<file path="config.mk">
export PLATFORM = sky130hd
export DESIGN_NAME = preact_ctrl
export DESIGN_NICKNAME = d
export VERILOG_FILES = /design/src/rtl/preact_pkg.sv /design/src/rtl/preact_entry_store.sv /design/src/rtl/preact_history.sv /design/src/rtl/preact_wake.sv /design/src/rtl/preact_ctrl.sv
export SDC_FILE = /design/constraint.sdc
export NUM_CORES = 1
export LEC_CHECK = 0
export BUFFER_PORTS_ARGS = -buffer_cell sky130_fd_sc_hd__buf_4
export CAP_MARGIN = 20
export CORE_MARGIN = 8
export CORE_UTILIZATION = 50
export CTS_BUF_LIST = sky130_fd_sc_hd__clkbuf_8
export CTS_CLUSTER_DIAMETER = 100
export DETAILED_ROUTE_END_ITERATION = 8
export PLACE_DENSITY = 0.68
export SYNTH_ARGS = -nofsm -noshare
export SYNTH_HDL_FRONTEND = slang
export SYNTH_SLANG_ARGS = --single-unit
</file>
<file path="constraint.sdc">
create_clock -name clk -period 5.9 [get_ports clk]
set_input_delay 0.59 -clock clk [delete_from_list [all_inputs] [get_ports clk]]
set_output_delay 0.59 -clock clk [all_outputs]
set_load 0.02 [all_outputs]
</file>
<file path="src/rtl/preact_pkg.sv">
package preact_pkg;

    typedef enum logic {
        PREACT_IMMEDIATE = 1'b0,
        PREACT_DELAYED   = 1'b1
    } preact_mode_e;

    function automatic int unsigned width_of(input int unsigned n);
        return (n > 1) ? $clog2(n) : 1;
    endfunction

endpackage

</file>
<file path="src/rtl/preact_entry_store.sv">
module preact_entry_store #(
    parameter int unsigned SETS  = 16,
    parameter int unsigned WAYS  = 4,
    parameter int unsigned SET_W = preact_pkg::width_of(SETS),
    parameter int unsigned WAY_W = preact_pkg::width_of(WAYS),
    parameter int unsigned LINES = SETS * WAYS
) (
    input  logic             clk,
    input  logic             rst_n,
    input  logic [SET_W-1:0] rd_set_i,
    input  logic [WAY_W-1:0] rd_way_i,
    output logic [WAY_W-1:0] rd_seq_way_o,
    output logic [SET_W-1:0] rd_jmp_set_o,
    output logic [WAY_W-1:0] rd_jmp_way_o,
    input  logic             wr_seq_i,
    input  logic             wr_jmp_i,
    input  logic [SET_W-1:0] wr_set_i,
    input  logic [WAY_W-1:0] wr_way_i,
    input  logic [SET_W-1:0] new_set_i,
    input  logic [WAY_W-1:0] new_way_i
);
    localparam int unsigned IDX_W  = preact_pkg::width_of(LINES);
    localparam bit          SEQ_EN = (WAYS > 1);

    typedef struct packed {
        logic [WAY_W-1:0] seq_way;
        logic [SET_W-1:0] jmp_set;
        logic [WAY_W-1:0] jmp_way;
    } entry_t;

    typedef struct packed {
        entry_t [LINES-1:0] ent;
    } store_t;

    store_t st_d, st_q;
    logic [IDX_W-1:0] rd_idx, wr_idx;

    assign rd_idx = IDX_W'(rd_set_i) * IDX_W'(WAYS) + IDX_W'(rd_way_i);
    assign wr_idx = IDX_W'(wr_set_i) * IDX_W'(WAYS) + IDX_W'(wr_way_i);

    // With a single way the sequential way is implied, so it reads as zero.
    assign rd_seq_way_o = SEQ_EN ? st_q.ent[rd_idx].seq_way : '0;
    assign rd_jmp_set_o = st_q.ent[rd_idx].jmp_set;
    assign rd_jmp_way_o = st_q.ent[rd_idx].jmp_way;

    always_comb begin
        st_d = st_q;
        if (wr_seq_i && SEQ_EN) begin
            st_d.ent[wr_idx].seq_way = new_way_i;
        end
        if (wr_jmp_i) begin
            st_d.ent[wr_idx].jmp_set = new_set_i;
            st_d.ent[wr_idx].jmp_way = new_way_i;
        end
    end

    always_ff @(posedge clk or negedge rst_n) begin
        if (!rst_n) begin
            st_q <= '0;
        end else begin
            st_q <= st_d;
        end
    end

endmodule

</file>
<file path="src/rtl/preact_history.sv">
module preact_history #(
    parameter int unsigned SET_W = 4,
    parameter int unsigned WAY_W = 2
) (
    input  logic             clk,
    input  logic             rst_n,
    input  logic             line_change_i,
    input  logic [SET_W-1:0] cur_set_i,
    input  logic [WAY_W-1:0] cur_way_i,
    output logic             prev_vld_o,
    output logic [SET_W-1:0] prev_set_o,
    output logic [WAY_W-1:0] prev_way_o,
    output logic             back2_vld_o,
    output logic [SET_W-1:0] back2_set_o,
    output logic [WAY_W-1:0] back2_way_o
);
    typedef struct packed {
        logic             vld;
        logic [SET_W-1:0] set;
        logic [WAY_W-1:0] way;
    } line_ref_t;

    typedef struct packed {
        line_ref_t prev;
        line_ref_t back2;
    } hist_t;

    hist_t h_d, h_q;

    always_comb begin
        h_d = h_q;
        if (line_change_i) begin
            h_d.back2    = h_q.prev;
            h_d.prev.vld = 1'b1;
            h_d.prev.set = cur_set_i;
            h_d.prev.way = cur_way_i;
        end
    end

    always_ff @(posedge clk or negedge rst_n) begin
        if (!rst_n) begin
            h_q <= '0;
        end else begin
            h_q <= h_d;
        end
    end

    assign prev_vld_o  = h_q.prev.vld;
    assign prev_set_o  = h_q.prev.set;
    assign prev_way_o  = h_q.prev.way;
    assign back2_vld_o = h_q.back2.vld;
    assign back2_set_o = h_q.back2.set;
    assign back2_way_o = h_q.back2.way;

endmodule

</file>
<file path="src/rtl/preact_wake.sv">
module preact_wake #(
    parameter int unsigned SETS  = 16,
    parameter int unsigned WAYS  = 4,
    parameter int unsigned SET_W = preact_pkg::width_of(SETS),
    parameter int unsigned WAY_W = preact_pkg::width_of(WAYS),
    parameter int unsigned LINES = SETS * WAYS,
    parameter preact_pkg::preact_mode_e MODE = preact_pkg::PREACT_IMMEDIATE
) (
    input  logic             clk,
    input  logic             rst_n,
    input  logic             line_change_i,
    input  logic [SET_W-1:0] cur_set_i,
    input  logic [WAY_W-1:0] rd_seq_way_i,
    input  logic [SET_W-1:0] rd_jmp_set_i,
    input  logic [WAY_W-1:0] rd_jmp_way_i,
    output logic [LINES-1:0] wake_o,
    output logic [LINES-1:0] pa_o
);
    localparam int unsigned IDX_W   = preact_pkg::width_of(LINES);
    localparam bit          DELAYED = (MODE == preact_pkg::PREACT_DELAYED);

    typedef struct packed {
        logic             vld;
        logic [SET_W-1:0] base_set;
        logic [WAY_W-1:0] seq_way;
        logic [SET_W-1:0] jmp_set;
        logic [WAY_W-1:0] jmp_way;
    } pend_t;

    typedef struct packed {
        pend_t            pend;
        logic [LINES-1:0] pa;
    } wake_st_t;

    wake_st_t st_d, st_q;

    logic             fire;
    logic [SET_W-1:0] base_set, seq_set;
    logic [IDX_W-1:0] seq_idx, jmp_idx;
    logic [LINES-1:0] wake_vec;

    // Immediate: predictions read last cycle fire now, based on the line read.
    // Delayed: latched predictions fire on the change, based on the line entered.
    assign fire     = DELAYED ? (line_change_i && st_q.pend.vld) : st_q.pend.vld;
    assign base_set = DELAYED ? cur_set_i : st_q.pend.base_set;
    assign seq_set  = (base_set == SET_W'(SETS - 1)) ? '0 : base_set + SET_W'(1);
    assign seq_idx  = IDX_W'(seq_set) * IDX_W'(WAYS) + IDX_W'(st_q.pend.seq_way);
    assign jmp_idx  = IDX_W'(st_q.pend.jmp_set) * IDX_W'(WAYS) + IDX_W'(st_q.pend.jmp_way);

    always_comb begin
        wake_vec = '0;
        if (fire) begin
            wake_vec = (LINES'(1) << seq_idx) | (LINES'(1) << jmp_idx);
        end
    end

    always_comb begin
        st_d = st_q;
        if (!DELAYED) begin
            st_d.pend.vld = line_change_i;
        end else if (line_change_i) begin
            st_d.pend.vld = 1'b1;
        end
        if (line_change_i) begin
            st_d.pend.base_set = cur_set_i;
            st_d.pend.seq_way  = rd_seq_way_i;
            st_d.pend.jmp_set  = rd_jmp_set_i;
            st_d.pend.jmp_way  = rd_jmp_way_i;
            st_d.pa            = wake_vec;
        end else begin
            st_d.pa            = st_q.pa | wake_vec;
        end
    end

    always_ff @(posedge clk or negedge rst_n) begin
        if (!rst_n) begin
            st_q <= '0;
        end else begin
            st_q <= st_d;
        end
    end

    assign wake_o = wake_vec;
    assign pa_o   = st_q.pa;

endmodule

</file>
<file path="src/rtl/preact_ctrl.sv">
module preact_ctrl #(
    parameter int unsigned SETS = 16,
    parameter int unsigned WAYS = 4,
    parameter preact_pkg::preact_mode_e MODE = preact_pkg::PREACT_IMMEDIATE,
    parameter int unsigned SET_W = preact_pkg::width_of(SETS),
    parameter int unsigned WAY_W = preact_pkg::width_of(WAYS),
    parameter int unsigned LINES = SETS * WAYS
) (
    input  logic             clk,
    input  logic             rst_n,
    input  logic             line_change_i,
    input  logic [SET_W-1:0] fetch_set_i,
    input  logic [WAY_W-1:0] fetch_way_i,
    input  logic [LINES-1:0] keep_awake_i,
    output logic [LINES-1:0] wake_req_o,
    output logic [LINES-1:0] pa_o,
    output logic             stall_o
);
    localparam int unsigned IDX_W   = preact_pkg::width_of(LINES);
    localparam bit          DELAYED = (MODE == preact_pkg::PREACT_DELAYED);

    logic [WAY_W-1:0] rd_seq_way, rd_jmp_way;
    logic [SET_W-1:0] rd_jmp_set;
    logic             prev_vld, back2_vld;
    logic [SET_W-1:0] prev_set, back2_set, prev_next_set;
    logic [WAY_W-1:0] prev_way, back2_way;
    logic             tgt_vld;
    logic [SET_W-1:0] tgt_set;
    logic [WAY_W-1:0] tgt_way;
    logic [IDX_W-1:0] cur_idx;
    logic [LINES-1:0] awake_vec;
    logic             miss, seq_step, wr_seq, wr_jmp;

    preact_entry_store #(
        .SETS (SETS),
        .WAYS (WAYS),
        .SET_W(SET_W),
        .WAY_W(WAY_W),
        .LINES(LINES)
    ) u_store (
        .clk         (clk),
        .rst_n       (rst_n),
        .rd_set_i    (fetch_set_i),
        .rd_way_i    (fetch_way_i),
        .rd_seq_way_o(rd_seq_way),
        .rd_jmp_set_o(rd_jmp_set),
        .rd_jmp_way_o(rd_jmp_way),
        .wr_seq_i    (wr_seq),
        .wr_jmp_i    (wr_jmp),
        .wr_set_i    (tgt_set),
        .wr_way_i    (tgt_way),
        .new_set_i   (fetch_set_i),
        .new_way_i   (fetch_way_i)
    );

    preact_history #(
        .SET_W(SET_W),
        .WAY_W(WAY_W)
    ) u_hist (
        .clk          (clk),
        .rst_n        (rst_n),
        .line_change_i(line_change_i),
        .cur_set_i    (fetch_set_i),
        .cur_way_i    (fetch_way_i),
        .prev_vld_o   (prev_vld),
        .prev_set_o   (prev_set),
        .prev_way_o   (prev_way),
        .back2_vld_o  (back2_vld),
        .back2_set_o  (back2_set),
        .back2_way_o  (back2_way)
    );

    preact_wake #(
        .SETS (SETS),
        .WAYS (WAYS),
        .SET_W(SET_W),
        .WAY_W(WAY_W),
        .LINES(LINES),
        .MODE (MODE)
    ) u_wake (
        .clk          (clk),
        .rst_n        (rst_n),
        .line_change_i(line_change_i),
        .cur_set_i    (fetch_set_i),
        .rd_seq_way_i (rd_seq_way),
        .rd_jmp_set_i (rd_jmp_set),
        .rd_jmp_way_i (rd_jmp_way),
        .wake_o       (wake_req_o),
        .pa_o         (pa_o)
    );

    assign cur_idx   = IDX_W'(fetch_set_i) * IDX_W'(WAYS) + IDX_W'(fetch_way_i);
    assign awake_vec = pa_o | keep_awake_i;
    assign miss      = line_change_i && !awake_vec[cur_idx];

    // The line whose entries predicted the current one.
    assign tgt_vld = DELAYED ? back2_vld : prev_vld;
    assign tgt_set = DELAYED ? back2_set : prev_set;
    assign tgt_way = DELAYED ? back2_way : prev_way;

    assign prev_next_set = (prev_set == SET_W'(SETS - 1)) ? '0 : prev_set + SET_W'(1);
    assign seq_step      = prev_vld && (fetch_set_i == prev_next_set);

    assign wr_seq  = miss && tgt_vld && seq_step;
    assign wr_jmp  = miss && tgt_vld && !seq_step;
    assign stall_o = miss;

endmodule

</file>
[Word-level counts from Yosys, hierarchy flattened]
Index checks and enable logic that the tools add are counted.
Cells by class
  add/subtract/negate cells: 5
  muxes and demuxes: 18
  equal/unequal tests: 2
  $lt $le $gt $ge: 3
  reduce and logical (&&, ||, !) cells: 8
  div/mod/pow operators: 0
  shifts and indexed selects: 2
  $mul: 0
  bitwise gates (word level): 3
Operators with widths (count)
  $bwmux 512: 3
  $mux 512: 2
  $or 64x64->64: 3
  $demux 8 s6: 3
  $mux 64: 2
  $shl 1x6->64 const A: 2
  $bmux 8 s6: 1
  $add 6x2->6: 4
  $mux 8: 2
  $lt 6x7->1 const B: 2
  $bmux 1 s6: 1
  $ge 6x1->1 const B: 1
  $logic_and 1x1->1: 6
  $mux 6: 1
  $add 4x1->4 const B: 1
  $eq 4x4->1: 1
  $eq 4x4->1 const B: 1
  $mux 4: 1
  $logic_not 1->1: 2
  $mux 2: 1
  $mux 1: 1
Storage, ports and cells
  memories kept: 0
  bits in latches: 0
  input bits: 73
  RAM bits: 0
  memory bits (read-only): 0
  register bits after elaboration: 592
  word-level logic and storage cells: 241

[Logic depth before layout (Yosys ltp)]
Gate-level depths: netlist of run 1.
  depth in word-level cells: 11
  gate-level depth with buffers: 12

[Modules after synthesis]
From an unflattened synthesis of run 1, not the netlist that was laid out.
Unflattened totals
  cells, all modules: 2197
  area, all modules: 29386.9 sq um
By module, submodules not included
  preact_entry_store: seq. area each 12812.3 sq um, area each 23759.0 sq um, instances 1, cells an instance 1571
  preact_wake: seq. area each 1926.8 sq um, area each 4159.0 sq um, instances 1, cells an instance 439
  preact_ctrl: seq. area each 0.0 sq um, area each 954.7 sq um, instances 1, cells an instance 158
  preact_history: seq. area each 350.3 sq um, area each 514.2 sq um, instances 1, cells an instance 29

[Worst setup path before layout of run 1]
No wires, ideal clock.
  path kind: in2reg
  from: input fetch_set_i[0]
  to: register u_store.st_q[192] (netlist bit)
  path slack: 2.935 ns
  arrival time: 2.840 ns
  cell stages on the path: 9
  data required time: 5.775 ns
  cell sequence: buf_2 nor2b_4 nor4bb_1 or4_4 nor4b_4 a31oi_4 buf_6 a211oi_4 mux2_2
On the way
  cells in the longest elaborated chain, start to end: 11
RTL lines
  start: declaration: line preact_ctrl.sv:12  | input logic [SET_W-1:0] fetch_set_i,
  $add 6x2->6: line preact_ctrl.sv:92  | assign cur_idx = IDX_W'(fetch_set_i) * IDX_W'(WAYS) + IDX_W'(fetch_way_i);
  $bmux 1 s6: line preact_ctrl.sv:94  | assign miss = line_change_i && !awake_vec[cur_idx];
  $mux 1 (implied by the code): line preact_ctrl.sv:94
  $logic_not 1->1: line preact_ctrl.sv:94
  $logic_and 1x1->1: line preact_ctrl.sv:94
  $logic_and 1x1->1: line preact_ctrl.sv:104, preact_ctrl.sv:105
  $logic_and 1x1->1: line preact_ctrl.sv:104  | assign wr_seq = miss && tgt_vld && seq_step;
  $mux 512: line preact_entry_store.sv:48  | if (wr_seq_i && SEQ_EN) begin
  $bwmux 512: line preact_entry_store.sv:52  | st_d.ent[wr_idx].jmp_set = new_set_i;
  $bwmux 512: line preact_entry_store.sv:53  | st_d.ent[wr_idx].jmp_way = new_way_i;
  $mux 512 *: line preact_entry_store.sv:51  | if (wr_jmp_i) begin
  end signal: assignment: line preact_entry_store.sv:61  | st_q <= st_d;
  end: declaration: line preact_entry_store.sv:35  | store_t st_d, st_q;
Every way passes the cells marked *; elsewhere a longest branch is shown, timed or not. The select of a mux whose other input is x is not followed.
A chain may end at the register's enable or synchronous reset.

[Worst setup path after layout of run 1]
  from: input fetch_way_i[0]
  to: output stall_o
On the way
  cells in the longest elaborated chain, start to end: 5
RTL lines
  start: declaration: line preact_ctrl.sv:13  | input logic [WAY_W-1:0] fetch_way_i,
  $add 6x2->6: line preact_ctrl.sv:92
  $bmux 1 s6: line preact_ctrl.sv:94
  $mux 1 (implied by the code): line preact_ctrl.sv:94
  $logic_not 1->1: line preact_ctrl.sv:94
  $logic_and 1x1->1: line preact_ctrl.sv:94
  end: declaration: line preact_ctrl.sv:17  | output logic stall_o
Every way passes these cells. The select of a mux whose other input is x is not followed.

==> impl_results.md, run 1 <==
* Initial core utilization at 50.4%
* Setup crit end kind: output port
* Post-Synthesis Cells at 2264
* Tmin final at 4.50 ns
* # H-tree levels at 3
* Post-synthesis async set-or-reset flop share at 100%
* Switching pwr at 2.97 mW
* Register area share after synthesis at 49.9%
* Die area at 67400 um2
* Clock latency at the later pin of the worst-skew pair at 0.69 ns
* Max Slew Vio Count at 0
* Clk buf depth at 3
* Crit path max fanout at 84
* Via Count at 20416
* Final Cycle Share at 76.3%
* Maximum number of pins on one net before global-route repair at 173
* Sequential share of power at 47.9%
* CTS sink cnt at 592
* R2R setup slack at 2.09 ns
* Final Instance Area at 33600 um2
* Slowest stage cell on the critical path: a31oi_4
* Post-Route WL at 81100 um
* #FFs+latches synth at 592
* Vias in the first global route at 21372
* Final Wtd Congestion at 0.927
* Area Growth Syn to Fin at 13.4%
* Reg2Reg Depth at 8
* Outcome: complete, no violations
* Die W at 260 um
* Clock power share at 34.1%
* TritonCTS buffer count at 95
* Syn Area/Cell at 13.1 um2
* Initial antenna violation count at 0
* Remaining Overflow, GRT at 0
* Max incr delay on CP at 0.85 ns
* Syn_nets at 2338
* Dominant synthesized flop cell: dfrtp_1
* Hold depth at 1
* Max-cap violations at 0
* Setup Fix Bufs, Post-CTS at 0
* TritonCTS clock tree: yes
* CP cell instances: buf_8, nand2b_1, nor3_1, nor4_1, nor4b_4, a31oi_4, buf_12, nand2_1, buf_4
* First-pass GRT wire length at 128000 um
* Setup-failing EPs final at 0
* Synth Cell Area at 29700 um2
* Post-synth EDFFs at 0
* Clock skew at 0.0395 ns
* I/O pin count at 202
* Final TNS setup at 0 ns
* Worst hold path type: primary input to flip-flop
* Root buffer cell: clkbuf_8
* Yosys warns at 0
* Crit path launch type: primary input
* Iter 0 DRT Violations at 1993
* I/O Buffers at 201
* Worst-Margin Slew at 1.18 ns
* LEAKAGE at 15.8 nW
* RSZ-0062 raised after global routing: false
* Required @ worst endpoint at 5.31 ns
* Worst IR drop on VDD at 0.000158 V
* Count of cell types in the netlist at 67
* Drt drc at 0
* Rel. slew slack at 21.5%
* Fraction of layout cells with a size suffix above 1 at 36.8%
* Fin nets at 2471
* Combinational Power Share at 17.9%
* Sw frac at 28.1%
* DIE HEIGHT at 260 um
* Core Rows at 89
* Fmax at 222 MHz
* Total GRT Usage at 24.0%
* Vias per cell at 6.29
* Pwr dens at 314 nW/um2
* DRT Pass-1 Iters at 6
* Fin. Hold Viols at 0
* Post-Place Cell Area at 31600 um2
* Routed Antenna Nets at 0
* Hold WS at 0.236 ns
* Final worst setup slack at 1.40 ns
* Drt wl/cell at 25.0 um
* Clock transition at path regs at 0.06 ns
* Setup WS pre-CTS at 1.35 ns
* WS Path Type: primary input to output port
* Post-DP HPWL at 53600 um
* Critical path arrival at 3.91 ns
* Internal power at 7.60 mW
* Core area at 58800 um2
* N_diodes at 0
-- flip-flops by register name, summed over array words and instances, names as in the netlist --
signal	count
u_hist.prev_vld_o	1
u_hist.prev_way_o	2
u_store.st_q	512
u_wake.base_set	4
u_wake.fire	1
u_wake.pa_o	64
u_wake.st_q	8
-- cell type report --
type                    instances  area [um2]
clock buffers                 126        1730
flip-flops and latches        592       14800
well taps                     773         967
clock inverters                49         245
inverters                      12        45.0
multi-input cells            1460       13900
fillers                      4756       25200
repair buffers                236        1900
-- power groups by stage --
| stage | combinational, mW | clock [mW] | sequential [mW] |
|---|---|---|---|
| global route | 2.04 | 3.88 | 5.14 |
| detailed placement | 1.89 | 0 | 5.12 |
| floorplan | 1.34 | 0 | 5.01 |
| finish | 1.89 | 3.61 | 5.07 |
| global placement | 1.83 | 0 | 5.08 |
| CTS | 1.90 | 3.69 | 5.06 |
-- worst max-delay path, delay by kind of cell --
kind,cells,cell delay (ns)
AND/OR/NAND/NOR,5,1.33
buffers and inverters,3,1.01
AO/OA/AOI/OAI,1,0.85
-- worst paths after layout --
kind,startpoint,to
max,fetch_way_i[0],stall_o
min,line_change_i,u_wake.fire
max reg2reg,u_wake.base_set[1],u_store.st_q[456]
min reg2reg,u_store.st_q[149],u_store.st_q[149]
max in group asynchronous,rst_n,u_store.st_q[443]
min in group asynchronous,rst_n,u_store.st_q[193]
-- cell usage after synthesis (23+ instances only) --
| library cell | count | area [um2] |
|---|---|---|
| a211o_1 | 64 | 561 |
| a211oi_1 | 23 | 173 |
| a21o_1 | 64 | 480 |
| a21oi_1 | 26 | 130 |
| a31oi_1 | 23 | 144 |
| and2_1 | 81 | 507 |
| buf_2 | 44 | 220 |
| clkbuf_1 | 125 | 469 |
| dfrtp_1 | 592 | 14800 |
| mux2_1 | 117 | 1320 |
| mux2_2 | 303 | 3410 |
| mux2_4 | 29 | 435 |
| mux4_2 | 137 | 3090 |
| nand2_1 | 112 | 420 |
| nor2_1 | 126 | 473 |
| nor3_1 | 42 | 210 |
| o22ai_1 | 80 | 500 |
| o2bb2ai_1 | 60 | 526 |
-- through the flow --
stage / total power [mW] / utilization (%) / std cells
2_1_floorplan: 6.35 / - / 2264
3_3_place_gp: 6.91 / 53.7 / 3066
3_5_place_dp: 7.01 / 53.7 / 3068
4_1_cts: 10.6 / 57.1 / 3244
5_1_grt: 11.1 / 57.2 / 3248
6_report: 10.6 / 57.2 / 3248
-- kinds of logic after synthesis --
kind of cell | after synthesis | synth area share [%]
AO/OA/AOI/OAI | 436 | 11.8
XOR/XNOR | 3 | 0.0886
adder cells (fa/ha/maj) | 1 | 0.0422
buffers and inverters | 212 | 3.23
flip-flops | 592 | 49.9
multiplexers | 586 | 27.8
AND/OR/NAND/NOR | 434 | 7.08
-- layout by cell type (no fill, tap or decap), types with 6 or more instances in the layout --
cell type | synthesis | final
buf_12 | 0 | 8
nor2_1 | 126 | 123
clkinv_2 | 0 | 16
mux2_1 | 117 | 117
o2111ai_2 | 11 | 11
nor3_1 | 42 | 40
a31oi_1 | 23 | 23
nand3_1 | 20 | 20
a211o_4 | 6 | 6
inv_1 | 11 | 38
o21ai_0 | 8 | 7
buf_4 | 18 | 222
o211ai_1 | 7 | 7
clkbuf_8 | 0 | 126
mux2_4 | 29 | 29
a211o_1 | 64 | 64
o2bb2ai_1 | 60 | 60
o22ai_1 | 80 | 80
o211ai_2 | 7 | 7
o21ai_1 | 9 | 7
and2_1 | 81 | 81
a211oi_1 | 23 | 23
nand2_1 | 112 | 112
dfrtp_1 | 592 | 592
a21o_1 | 64 | 64
mux2_2 | 303 | 303
a21oi_1 | 26 | 26
or2_2 | 6 | 6
mux4_2 | 137 | 137
nor2b_1 | 9 | 9
nand2b_1 | 9 | 9
o2111ai_1 | 20 | 20
-- repair_timing --
item                      4_1_cts  5_1_grt
hold buffers                    1        0
gates resized for setup         0        0
hold endpoints to repair       97        0
-- layer usage --
metal  vias to the layer above  global-route usage (%)  wire [um]
met1                     10620                    32.1      34000
met3                       177                    4.42       5360
met2                       828                    38.4      39000
li1                       8791                       -          -
met4                         0                    9.80       2800
met5                         -                       0          0
Note: power is estimated with default switching activity, not from simulation.
==> run 2: changes to the inputs <==
--- a/config.mk
+++ b/config.mk
@@ -5,6 +5,7 @@
 export SDC_FILE = /design/constraint.sdc
 export NUM_CORES = 1
 export LEC_CHECK = 0
+export ABC_AREA = 1
 export BUFFER_PORTS_ARGS = -buffer_cell sky130_fd_sc_hd__buf_4
 export CAP_MARGIN = 20
 export CORE_MARGIN = 8
==> constraint.sdc (replaced) <==
create_clock -name clk -period 4.15 [get_ports clk]
set_input_delay 0.415 -clock clk [delete_from_list [all_inputs] [get_ports clk]]
set_output_delay 0.415 -clock clk [all_outputs]
set_load 0.02 [all_outputs]
==> run 2 against run 1 <==
Core utilization shrank 0.27 points. Flip-flop and latch count is the same. Area after synthesis grew 6.0%. Critical path type is now flip-flop to output port. Critical endpoint is now wake_req_o[62]. Highest routed layer unchanged.
==> impl_results.md, run 2 <==
* Combinational Power Share at 15.5%
* Most common cell after layout, fill and taps aside: nand2_1
* Dominant synthesized flop cell: dfrtp_1
* Drt wl/cell at 20.3 um
* Fill count at 6076
* Rel. slew slack at 26.9%
* Setup crit end kind: output port
* Routed Antenna Nets at 0
* Post-synthesis async set-or-reset flop share at 100%
* Drt drc at 0
* Root buffer cell: clkbuf_8
* LEAKAGE at 18.3 nW
* Vias per cell at 5.77
* Max reg flops at 512
* Tmin final at 3.65 ns
* Setup Fix Bufs, Post-CTS at 0
* Met2 Wirelength at 48000 um
* DRT met1 WL at 45000 um
* Sw frac at 30.2%
* Top cell family by delay on the critical path: buffers and inverters
* Fin. Hold Viols at 0
* Pwr dens at 415 nW/um2
* Top Layer Used: met4
* Worst-Margin Slew at 1.09 ns
* Clock transition at path regs at 0.06 ns
* Register area share after synthesis at 47.1%
* TritonCTS clock tree: yes
* Final Cycle Share at 87.9%
* Worst hold path type: primary input to flip-flop
* Crit path launch type: flip-flop
* Vias in the first global route at 29628
* Synth Cell Area at 31400 um2
* DRT Pass-1 Iters at 6
* #FFs+latches synth at 592
* Required @ worst endpoint at 3.73 ns
* Fraction of layout cells with a size suffix above 1 at 10.7%
* Post-synth EDFFs at 0
* Post-DP HPWL at 68600 um
* Crit path max fanout at 10
* First-pass GRT wire length at 171000 um
* Via Count at 30865
* Post-Route WL at 109000 um
* DR WL met3 at 9840 um
* Switching pwr at 4.48 mW
* Commonest cells in the netlist: nand2_1 (1767), dfrtp_1 (592), nor2_1 (578), o21ai_0 (301), nand4_1 (220)
* Core area at 62600 um2
* Die area at 71200 um2
* Area Growth Syn to Fin at 13.4%
* I/O pin count at 202
* Worst IR drop on VDD at 0.000277 V
* Commonest non-fill, non-tap cells in the layout: nand2_1 (1767), dfrtp_1 (591), nor2_1 (578)
* Most area-hungry cell type in the Yosys netlist: dfrtp_1
* RSZ-0062 raised after global routing: false
* Final TNS setup at 0 ns
* Internal power at 10.3 mW
* Clock skew at 0.0324 ns
* Count of cell types in the netlist at 31
* WP buf/inv at 2
* Final Wtd Congestion at 0.968
* TritonCTS buffer count at 102
* Biggest register: u_store.st_q
* Sequential share of power at 44.6%
* Maximum number of pins on one net before global-route repair at 189
* WS Path Type: flip-flop to output port
* Die W at 267 um
* Core Rows at 92
* Clock power share at 39.9%
* Iter 0 DRT Violations at 3491
* R2R setup slack at 0.77 ns
* Initial antenna violation count at 1
* Post-Route Utilization at 57.0%
* I/O Buffers at 201
* Post-synth top area share at 47.1%
* Fin nets at 4499
* CTS sink cnt at 592
* Clock latency at the later pin of the worst-skew pair at 0.71 ns
* CP cell instances: ha_1, clkinv_1, nor2_1, nand3_1, a21oi_1, buf_4
* Max incr delay on CP at 0.53 ns
* DIE HEIGHT at 267 um
* Outcome: complete, no violations
* Slowest stage cell on the critical path: ha_1
* Most frequent cell after synthesis: nand2_1
* Post-Synthesis Cells at 4365
* Max Slew Vio Count at 0
* Setup-failing EPs final at 0
* Initial core utilization at 50.2%
* Syn Area/Cell at 7.20 um2
* Syn_nets at 4439
* Remaining Overflow, GRT at 0
* Synth area leaders: dfrtp_1 (47%), nand2_1 (21%), nor2_1 (6.9%)
* Total GRT Usage at 29.9%
* Clk buf depth at 3
* # H-tree levels at 3
* Max-cap violations at 0
* Fmax at 274 MHz
* Critical path arrival at 3.23 ns
* Yosys warns at 0
run 2: worst min-delay path, cell delays in order:
cell	delay [ns]
buf_4	0.19
nand2_1	0.09
nand2_1	0.04
run 2: layout make-up:
type / instances / area [um2] / share of cell area [%]
multi-input combinational: 3366 / 14900 / 41.9
clock buffer: 130 / 1790 / 5.02
inverter: 111 / 429 / 1.20
antenna: 1 / 2.50 / 0.00702
timing repair buffer: 252 / 2140 / 6.01
clock inverter: 52 / 474 / 1.33
tap: 846 / 1060 / 2.97
sequential: 592 / 14800 / 41.6
run 2: cells by family (layout without fill, tap and decap cells):
kind of cell             after synthesis  in the layout  synth area share [%]
AND/OR/NAND/NOR                     2772           2772                  36.7
buffers and inverters                407            545                  5.38
AO/OA/AOI/OAI                        592            592                  10.7
flip-flops                           592            592                  47.1
adder cells (fa/ha/maj)                1              1                0.0398
XOR/XNOR                               1              1                0.0279
other                                  0              1                     0
run 2: timing repair:
item                       CTS  global route
hold endpoints to repair    87             0
gates resized for setup      0             0
hold buffers                 2             0
setup endpoints to repair    0             0
run 2: worst paths after layout:
kind                       depth (start not counted)               start                 to
hold reg to reg                                    2    u_store.st_q[76]   u_store.st_q[76]
max in group asynchronous                          3               rst_n  u_store.st_q[180]
setup / recovery                                   6  u_wake.base_set[1]     wake_req_o[62]
hold / removal                                     3      fetch_set_i[1]  u_store.st_q[123]
setup reg to reg                                  11  u_wake.base_set[1]  u_store.st_q[431]
min in group asynchronous                          2               rst_n  u_store.st_q[241]
run 2: per-stage QoR:
step	worst slack (ns)	cell area [um2]	power, mW	hold WS (ns)	instances
final	0.503	35700	14.8	0.0733	5350
after global routing	0.328	35700	15.4	0.0703	5350
after CTS	0.523	35700	14.9	0.0201	5349
after detailed placement	0.864	33400	8.95	0.453	5165
after global placement	0.880	33400	8.92	0.449	5165
after floorplan	1.81	31400	8.05	0.119	4365
run 2: layer usage:
metal | vias to the layer above | global-route usage (%)
met3 | 271 | 5.65
met2 | 1540 | 46.1
met1 | 14719 | 40.0
li1 | 14335 | -
met4 | 0 | 15.6
met5 | - | 0
run 2: power by group through the flow:
stage / logic [mW] / clock network (mW) / registers (mW)
floorplan: 1.42 / 0 / 6.63
CTS: 2.27 / 5.99 / 6.59
global route: 2.52 / 6.26 / 6.65
global placement: 2.23 / 0 / 6.69
finish: 2.29 / 5.91 / 6.60
detailed placement: 2.27 / 0 / 6.68
